`config.mk`:
```
export PLATFORM = sky130hd
export DESIGN_NAME = uart_rx_status
export DESIGN_NICKNAME = d
export VERILOG_FILES = /design/src/rtl/uart_rx_pkg.sv /design/src/rtl/uart_rx_sampler.sv /design/src/rtl/uart_rx_store.sv /design/src/rtl/uart_rx_status.sv
export SDC_FILE = /design/constraint.sdc
export NUM_CORES = 1
export LEC_CHECK = 0
export BUFFER_PORTS_ARGS = -buffer_cell sky130_fd_sc_hd__buf_2
export CORE_UTILIZATION = 45
export CTS_CLUSTER_SIZE = 16
export DETAILED_ROUTE_END_ITERATION = 7
export PLACE_DENSITY = 0.67
export SLEW_MARGIN = 10
export SYNTH_ARGS = -nofsm -noshare
export SYNTH_HDL_FRONTEND = slang
export SYNTH_SLANG_ARGS = --single-unit
```
`constraint.sdc`:
```
create_clock -name clk -period 6.33 [get_ports clk]
set_input_delay 0.9495 -clock clk [delete_from_list [all_inputs] [get_ports clk]]
set_output_delay 0.9495 -clock clk [all_outputs]
set_load 0.02 [all_outputs]
```
`src/rtl/uart_rx_pkg.sv`:
```
package uart_rx_pkg;

  typedef enum logic [2:0] {
    S_WAITHI,
    S_IDLE,
    S_START,
    S_DATA,
    S_PAR,
    S_STOP,
    S_STOP2
  } rx_state_e;

  typedef struct packed {
    logic ovr;
    logic par;
    logic frm;
  } rx_flags_t;

  localparam int FLAG_W = 3;

endpackage

```
`src/rtl/uart_rx_sampler.sv`:
```
module uart_rx_sampler
  import uart_rx_pkg::*;
#(
  parameter int OVS = 16,
  parameter int DW  = 8
) (
  input  logic          clk,
  input  logic          rst,
  input  logic          en_i,
  input  logic          rx_i,
  input  logic          tick_i,
  input  logic [1:0]    par_sel_i,
  input  logic          two_stop_i,
  input  logic          len8_i,
  output logic          done_o,
  output logic [DW-1:0] data_o,
  output logic          perr_o,
  output logic          ferr_o
);

  localparam int CW = $clog2(OVS);
  localparam int IW = $clog2(DW);
  localparam logic [CW-1:0] MID_T  = CW'(OVS / 2 - 1);
  localparam logic [CW-1:0] LAST_T = CW'(OVS - 1);

  logic [1:0]    sync_q;
  logic          rx_s;
  rx_state_e     state_q;
  logic [CW-1:0] cnt_q;
  logic [IW-1:0] idx_q;
  logic [IW-1:0] last_idx;
  logic [DW-1:0] shreg_q;
  logic          pbit_q;
  logic          at_end;

  // two-flop synchroniser, idle level is high
  always_ff @(posedge clk) begin
    if (rst) sync_q <= 2'b11;
    else     sync_q <= {sync_q[0], rx_i};
  end
  assign rx_s = sync_q[1];

  assign last_idx = len8_i ? IW'(DW - 1) : IW'(DW - 2);
  assign at_end   = (cnt_q == LAST_T);

  always_ff @(posedge clk) begin
    if (rst || !en_i) begin
      state_q <= S_WAITHI;
      cnt_q   <= '0;
      idx_q   <= '0;
      done_o  <= 1'b0;
      if (rst) begin
        data_o  <= '0;
        perr_o  <= 1'b0;
        ferr_o  <= 1'b0;
        shreg_q <= '0;
        pbit_q  <= 1'b0;
      end
    end else begin
      done_o <= 1'b0;
      if (tick_i) begin
        case (state_q)
          S_WAITHI: if (rx_s) state_q <= S_IDLE;
          S_IDLE: begin
            if (!rx_s) begin
              state_q <= S_START;
              cnt_q   <= '0;
            end
          end
          S_START: begin
            if (cnt_q == MID_T) begin
              cnt_q <= '0;
              if (rx_s) begin
                state_q <= S_IDLE;
              end else begin
                state_q <= S_DATA;
                idx_q   <= '0;
                shreg_q <= '0;
              end
            end else begin
              cnt_q <= cnt_q + 1'b1;
            end
          end
          S_DATA: begin
            if (at_end) begin
              cnt_q          <= '0;
              shreg_q[idx_q] <= rx_s;
              idx_q          <= idx_q + 1'b1;
              if (idx_q == last_idx)
                state_q <= (par_sel_i == 2'b00) ? S_STOP : S_PAR;
            end else begin
              cnt_q <= cnt_q + 1'b1;
            end
          end
          S_PAR: begin
            if (at_end) begin
              cnt_q   <= '0;
              pbit_q  <= rx_s;
              state_q <= S_STOP;
            end else begin
              cnt_q <= cnt_q + 1'b1;
            end
          end
          S_STOP: begin
            if (at_end) begin
              cnt_q   <= '0;
              done_o  <= 1'b1;
              data_o  <= shreg_q;
              ferr_o  <= !rx_s;
              perr_o  <= par_sel_i[1] & (^shreg_q ^ pbit_q ^ ~par_sel_i[0]);
              state_q <= (!rx_s || !two_stop_i) ? S_WAITHI : S_STOP2;
            end else begin
              cnt_q <= cnt_q + 1'b1;
            end
          end
          S_STOP2: begin
            if (at_end) begin
              cnt_q   <= '0;
              state_q <= S_WAITHI;
            end else begin
              cnt_q <= cnt_q + 1'b1;
            end
          end
          default: state_q <= S_WAITHI;
        endcase
      end
    end
  end

  // completion is a single-cycle event
  a_r2_done_pulse: assert property (@(posedge clk) disable iff (rst)
    done_o |=> !done_o);

  // no parity error in modes 00 and 01
  a_r5_no_par_err: assert property (@(posedge clk) disable iff (rst)
    (en_i && tick_i && state_q == S_STOP && at_end && !par_sel_i[1]) |=> !perr_o);

  // a low line while waiting for high never starts a character
  a_r7_wait_high: assert property (@(posedge clk) disable iff (rst)
    (state_q == S_WAITHI && !rx_s) |=> (state_q != S_START));

endmodule

```
`src/rtl/uart_rx_store.sv`:
```
module uart_rx_store
  import uart_rx_pkg::*;
#(
  parameter int DW = 8
) (
  input  logic              clk,
  input  logic              rst,
  input  logic              en_i,
  input  logic              done_i,
  input  logic [DW-1:0]     data_i,
  input  logic              perr_i,
  input  logic              ferr_i,
  input  logic              rd_i,
  input  logic              wr_i,
  input  logic [FLAG_W-1:0] wdata_i,
  output logic [DW-1:0]     data_o,
  output logic              full_o,
  output logic [FLAG_W-1:0] flags_o
);

  rx_flags_t         flags_q;
  rx_flags_t         set_v;
  logic [FLAG_W-1:0] keep_v;
  logic [DW-1:0]     data_q;
  logic              full_q;
  logic              room;
  logic              load;

  assign room   = !full_q || rd_i;
  assign load   = done_i && room;
  assign set_v  = '{ovr: done_i && !room, par: done_i && perr_i, frm: done_i && ferr_i};
  assign keep_v = wr_i ? wdata_i : {FLAG_W{1'b1}};

  always_ff @(posedge clk) begin
    if (rst) begin
      data_q  <= '0;
      full_q  <= 1'b0;
      flags_q <= '0;
    end else if (!en_i) begin
      full_q  <= 1'b0;
      flags_q <= '0;
    end else begin
      if (load) data_q <= data_i;
      full_q  <= load || (full_q && !rd_i);
      flags_q <= (flags_q & keep_v) | set_v;
    end
  end

  assign data_o  = data_q;
  assign full_o  = full_q;
  assign flags_o = flags_q;

  // disabled receiver shows clear flags and empty buffer
  a_r12_off_clears: assert property (@(posedge clk) disable iff (rst)
    !en_i |=> (flags_q == '0 && !full_q));

  // overrun keeps the old character and raises the flag
  a_r8_keep_old: assert property (@(posedge clk) disable iff (rst)
    (en_i && done_i && full_q && !rd_i) |=> ($stable(data_q) && flags_q.ovr));

  // software writes never raise a flag
  a_r10_no_sw_set: assert property (@(posedge clk) disable iff (rst)
    (wr_i && !done_i) |=> ((flags_q & ~$past(flags_q)) == '0));

  // a completed character always leaves the buffer full
  a_r9_load_sets_full: assert property (@(posedge clk) disable iff (rst)
    (en_i && done_i) |=> full_q);

endmodule

```
`src/rtl/uart_rx_status.sv`:
```
module uart_rx_status
  import uart_rx_pkg::*;
#(
  parameter int OVS = 16,
  parameter int DW  = 8
) (
  input  logic          clk,
  input  logic          rst,
  input  logic          rx_i,
  input  logic          tick_i,
  input  logic          pwr_i,
  input  logic          rx_en_i,
  input  logic [1:0]    par_sel_i,
  input  logic          two_stop_i,
  input  logic          len8_i,
  input  logic          rd_i,
  input  logic          st_wr_i,
  input  logic [2:0]    st_wdata_i,
  output logic [DW-1:0] rx_data_o,
  output logic          rx_full_o,
  output logic [2:0]    status_o
);

  logic          en;
  logic          done;
  logic [DW-1:0] chr;
  logic          perr;
  logic          ferr;

  assign en = pwr_i && rx_en_i;

  uart_rx_sampler #(.OVS(OVS), .DW(DW)) u_smp (
    .clk       (clk),
    .rst       (rst),
    .en_i      (en),
    .rx_i      (rx_i),
    .tick_i    (tick_i),
    .par_sel_i (par_sel_i),
    .two_stop_i(two_stop_i),
    .len8_i    (len8_i),
    .done_o    (done),
    .data_o    (chr),
    .perr_o    (perr),
    .ferr_o    (ferr)
  );

  uart_rx_store #(.DW(DW)) u_st (
    .clk    (clk),
    .rst    (rst),
    .en_i   (en),
    .done_i (done),
    .data_i (chr),
    .perr_i (perr),
    .ferr_i (ferr),
    .rd_i   (rd_i),
    .wr_i   (st_wr_i),
    .wdata_i(st_wdata_i),
    .data_o (rx_data_o),
    .full_o (rx_full_o),
    .flags_o(status_o)
  );

endmodule

```
Word level (Yosys, flattened, before mapping)
Index checks and enable logic that the tools add are counted.

Add/subtract/negate cells: 2. Order comparisons: 2. Equality and inequality tests: 22. Mux-type cells: 50. Bitwise operators: 9. Reduce and logical (&&, ||, !) cells: 37.

Operators by type and width (number): $mux W8 (10); $mux W3 (13); $pmux W3 S7 (1); $mux W1 (17); $pmux W8 S2 (1); $ne A2 B1 Y1 const B (7); $mux W4 (3); $pmux W4 S3 (1); $reduce_bool A2 Y1 (5); $eq A3 B3 Y1 const B (3); $reduce_and A9 Y1 (1); $bwmux W8 (1); $reduce_and A4 Y1 (2); $reduce_xor A8 Y1 (1); $logic_and A1 B1 Y1 (7); $eq A3 B2 Y1 const B (2); $logic_not A1 Y1 (6); $ne A2 B2 Y1 const B (3); $ne A3 B1 Y1 const B (2); $pmux W3 S2 (1); $reduce_and A6 Y1 (1); $reduce_bool A3 Y1 (2); $reduce_and A5 Y1 (1); $add A4 B1 Y4 const B (1); other kinds (23) (30).

Register bits after elaboration: 44. Output and inout bits: 12. Logic and storage cells: 137.

Logic depth before layout (Yosys ltp)
Word-level depth: 9. Mapped depth: 6. Gate-level depth less buffers: 6.

Cells and area by module
Synthesis repeated with hierarchy kept, for this count alone.

Cells, all modules: 226. Area, all modules: 2229.6 um^2.

By module, submodules not included: uart_rx_sampler (times used 1, cells each 172, area an instance 1700.4 um^2, seq. area each 830.8 um^2); uart_rx_store (times used 1, cells each 53, area an instance 523.0 um^2, seq. area each 240.2 um^2); uart_rx_status (times used 1, cells each 1, area an instance 6.3 um^2, seq. area each 0.0 um^2).

Least setup slack after synthesis
OpenSTA, ideal clock, no wires.

Path type: in2reg. Start: input pwr_i. End: register u_smp.data_o[0], enable pin. Setup time: 0.380 ns. Data arrival time: 1.927 ns. Required time: 5.950 ns. Setup slack: 4.023 ns. Stages on the path: 4. Path buffers: 0. Cells stage by stage: nand2_1 nor2_1 a21oi_1 a21oi_1.

Longest elaborated chain between the ends: 5. Elaborated cells between the ends (all ways): 8.

RTL lines: from (decl) (RTL line uart_rx_status.sv:11) `input logic pwr_i,`; $logic_and A1 B1 Y1 (*) (RTL line uart_rx_status.sv:30) `assign en = pwr_i && rx_en_i;`; $logic_not A1 Y1 (*); $logic_or A1 B1 Y1 (*) (RTL line uart_rx_sampler.sv:47) `if (rst || !en_i) begin`; $ne A2 B2 Y1 (no source line) / $reduce_bool A2 Y1 (equally long branches); $reduce_and A4 Y1 (no source line) (*); to (signal assigned) (RTL line uart_rx_sampler.sv:108) `data_o <= shreg_q;`; to (decl) (RTL line uart_rx_sampler.sv:16) `output logic [DW-1:0] data_o,`.

Every way passes the cells marked *; elsewhere a longest branch is shown, timed or not. A chain may end at the register's enable or synchronous reset.

Worst setup path after layout
Start: input rst. End: register u_smp.data_o[6], enable pin.

Longest elaborated chain between the ends: 3. Elaborated cells between the ends (all ways): 6.

RTL lines: from (decl) (RTL line uart_rx_status.sv:8) `input logic rst,`; $logic_or A1 B1 Y1 (RTL line uart_rx_sampler.sv:47); $ne A2 B2 Y1 (no source line) / $reduce_bool A2 Y1 (equally long branches); $reduce_and A4 Y1 (no source line) (*).

Marks and branches as above.

==> impl_metrics.env <==
export IMPL_worst_ep_arrival_time_ns=2.64
export IMPL_gr_usage_met1=0.204
export IMPL_routabilityCongestion=0.756
export IMPL_grt_pass1_vias=1463
export IMPL_cts_hold_fix_buffers=0
export IMPL_vias=1509
export IMPL_syn_to_final_growth_pct=13.7
export IMPL_worstSetupStartpointType="input pin"
export IMPL_io_buffers=26
export IMPL_crit_top_cell="a21oi_1"
export IMPL_io_pins=27
export IMPL_grtUsageMet2=0.276
export IMPL_end_kind="register"
export IMPL_clockBufferDepth=2
export IMPL_clkSinkCount=44
export IMPL_wirelength_um=3660
export IMPL_slew_headroom=0.425
export IMPL_max_freq_mhz=368
export IMPL_cts_buffers=5
export IMPL_slowest_delay_ns=0.70
export IMPL_ir_worst_vdd_uv=117
export IMPL_min_period_ns=2.71
export IMPL_syn_area_um2=2090
export IMPL_finalSetupViolCount=0
export IMPL_rows=24
export IMPL_slowest_stage="a21oi_1"
export IMPL_globalRouteMet3Util=0.0519
export IMPL_syn_area_per_cell_um2=9.62
export IMPL_hold_ws_ns=0.416
export IMPL_dieArea_um2=4920
export IMPL_path_class="in -> reg"
export IMPL_finalCritPeriodShare=0.429
export IMPL_worst_slew_pin_slew_ns=0.862
export IMPL_fin_nets=256
export IMPL_htreeDepth=2
export IMPL_yosys_cell_types_count=37
export IMPL_dp_cells=284
export IMPL_rsz0062_at_grt="false"
export IMPL_nFillCells=428
export IMPL_worstHoldPathType="reg -> reg"
export IMPL_drive_gt1_frac=0.154
export IMPL_busiest_layer="met2"
export IMPL_final_hold_viol_count=0
export IMPL_drtIter0Drc=56
export IMPL_drt_first_pass_iters=4
export IMPL_cts_resized=0
export IMPL_leakage_nw=0.893
export IMPL_antenna_found_initial=0
export IMPL_final_util=0.538
export IMPL_root_buffer="clkbuf_8"
export IMPL_start_util=0.473
export IMPL_synth_cells=217
export IMPL_track_usage=0.167
export IMPL_post_cts_buffers=0
export IMPL_cp_required_ns=6.26
export IMPL_seq_area_frac_synth=0.513
export IMPL_ys_ff_latch=44
export IMPL_clk_latency_ns=0.30
export IMPL_yosysWarnings=0
export IMPL_grt_max_degree=17
export IMPL_num_antenna_cells=0
export IMPL_grt_overflow=0
export IMPL_core_area_um2=4410
export IMPL_ant_nets=0
export IMPL_dp_hpwl_um=2590
export IMPL_via_per_inst=5.17
export IMPL_fin_skew_ns=0.00358
export IMPL_finalMaxSlewViolations=0
export IMPL_wl_per_cell_um=12.5
export IMPL_cts_tree="yes"
export IMPL_die_h_um=70.1
export IMPL_drc=0
export IMPL_syn_nets=234
export IMPL_final_cell_count_no_fill=292
export IMPL_powerDensity_nw_per_um2=241
export IMPL_crit_fanout=16
export IMPL_path_cells="buf_2, nor2_1, a21oi_1, a21oi_1"
export IMPL_setup_tns_ns=0
export IMPL_grt_pass1_wl_um=6380
export IMPL_cap_violations=0
export IMPL_path_clk_slew_ns=0.08
export IMPL_die_x_um=70.1
export IMPL_outcome="finished clean"
critical path: cells and delay by family:
kind / cells / cell delay (ns)
compound gates: 2 / 0.88
buf+inv: 1 / 0.18
simple gates: 1 / 0.63
stage by stage:
| step | instance area [µm²] | worst slack (ns) | power, mW |
|---|---|---|---|
| floorplan | 2090 | 4.02 | 0.334 |
| global placement | 2250 | 3.37 | 0.343 |
| detailed placement | 2250 | 3.28 | 0.343 |
| CTS | 2370 | 3.61 | 0.578 |
| global route | 2370 | 3.39 | 0.590 |
| finish | 2370 | 3.62 | 0.573 |
power by group:
part | internal (mW) | total [mW] | leakage [nW] | switching (mW)
registers | 0.303 | 0.307 | 0.397 | 0.00489
logic | 0.0138 | 0.0290 | 0.433 | 0.0152
clock network | 0.142 | 0.236 | 0.0636 | 0.0947
registers in the layout, indices dropped and copies added, names as in the netlist:
signal	cells
u_smp.data_o	8
u_smp.shreg_q	8
u_st.data_o	8
u_smp.cnt_q	4
u_smp.idx_q	3
u_smp.state_q	3
u_st.flags_o	3
u_smp.sync_q	2
u_smp.done_o	1
u_smp.ferr_o	1
u_smp.pbit_q	1
u_smp.perr_o	1
u_st.full_o	1
worst paths after layout:
| check | slack [ns] | cells past startpoint | to | startpoint |
|---|---|---|---|---|
| max | 3.62 | 4 | u_smp.data_o[6] | rst |
| min | 0.42 | 1 | u_smp.sync_q[1] | u_smp.sync_q[0] |
| max reg2reg | 3.85 | 3 | u_smp.shreg_q[6] | u_smp.state_q[0] |
| min reg2reg | 0.42 | 1 | u_smp.sync_q[1] | u_smp.sync_q[0] |
metal layers:
metal | part of all wire | wire (µm) | up-vias
li1 | - | - | 796
met1 | 0.49 | 1800 | 676
met2 | 0.45 | 1650 | 32
met3 | 0.044 | 162 | 5
met4 | 0.014 | 51 | 0
met5 | 0 | 0 | -
cells in the final DEF (no fill, tap or decap), types with 6 or more instances in the layout:
cell type  netlist  routed
a21oi_1         15      15
and2_1           9       9
buf_2            0      26
dfxtp_1         25      25
edfxtp_1        19      19
mux2i_1         18      18
nand2_1         22      22
nand3_1          6       6
nor2_1          31      31
xnor2_1         10      10
kinds of logic after synthesis:
logic type / after synthesis / share of synthesized area
DFF: 44 / 0.513
muxes: 18 / 0.0863
AOI/OAI and AO/OA: 33 / 0.0965
and+or+nand+nor: 94 / 0.219
adders and majority gates: 2 / 0.0120
buffers and inverters: 15 / 0.0270
xor gates and xnor gates: 11 / 0.0461
cell usage after synthesis:
cell	n	area share
nor3_1	5	0.012
o21bai_1	1	0.0036
nor2b_1	2	0.0060
inv_1	3	0.0054
edfxtp_1	19	0.27
o21ai_1	3	0.0072
o311ai_1	1	0.0042
and3_1	1	0.0030
nand2b_1	2	0.0060
o22ai_1	1	0.0030
a2111o_1	1	0.0054
a21boi_1	2	0.0072
nand3_1	6	0.014
o211ai_1	1	0.0036
clkbuf_1	11	0.020
and3b_1	1	0.0042
or4_1	1	0.0036
o311ai_2	1	0.0078
a21oi_1	15	0.036
nand2_1	22	0.040
a21boi_0	1	0.0036
o21ai_0	5	0.012
nor4bb_1	1	0.0048
nor2_1	31	0.056
dfxtp_1	25	0.24
a31oi_1	1	0.0030
and2_1	9	0.027
ha_1	2	0.012
xor2_1	1	0.0042
xnor2_1	10	0.042
or2_1	2	0.0060
nand3b_1	2	0.0072
buf_1	1	0.0018
or3_1	2	0.0060
or2_2	2	0.0060
mux2i_1	18	0.086
nor3b_1	5	0.018
layout make-up:
type | instances | area, µm² | area share
clock inverters | 1 | 30.0 | 0.0127
well taps | 52 | 65.1 | 0.0274
clock buffers | 7 | 97.6 | 0.0411
inverters | 3 | 11.3 | 0.00474
multi-input cells | 158 | 961 | 0.405
repair buffers | 27 | 138 | 0.0580
flip-flops and latches | 44 | 1070 | 0.451
Note: power is estimated with default switching activity, not from simulation.
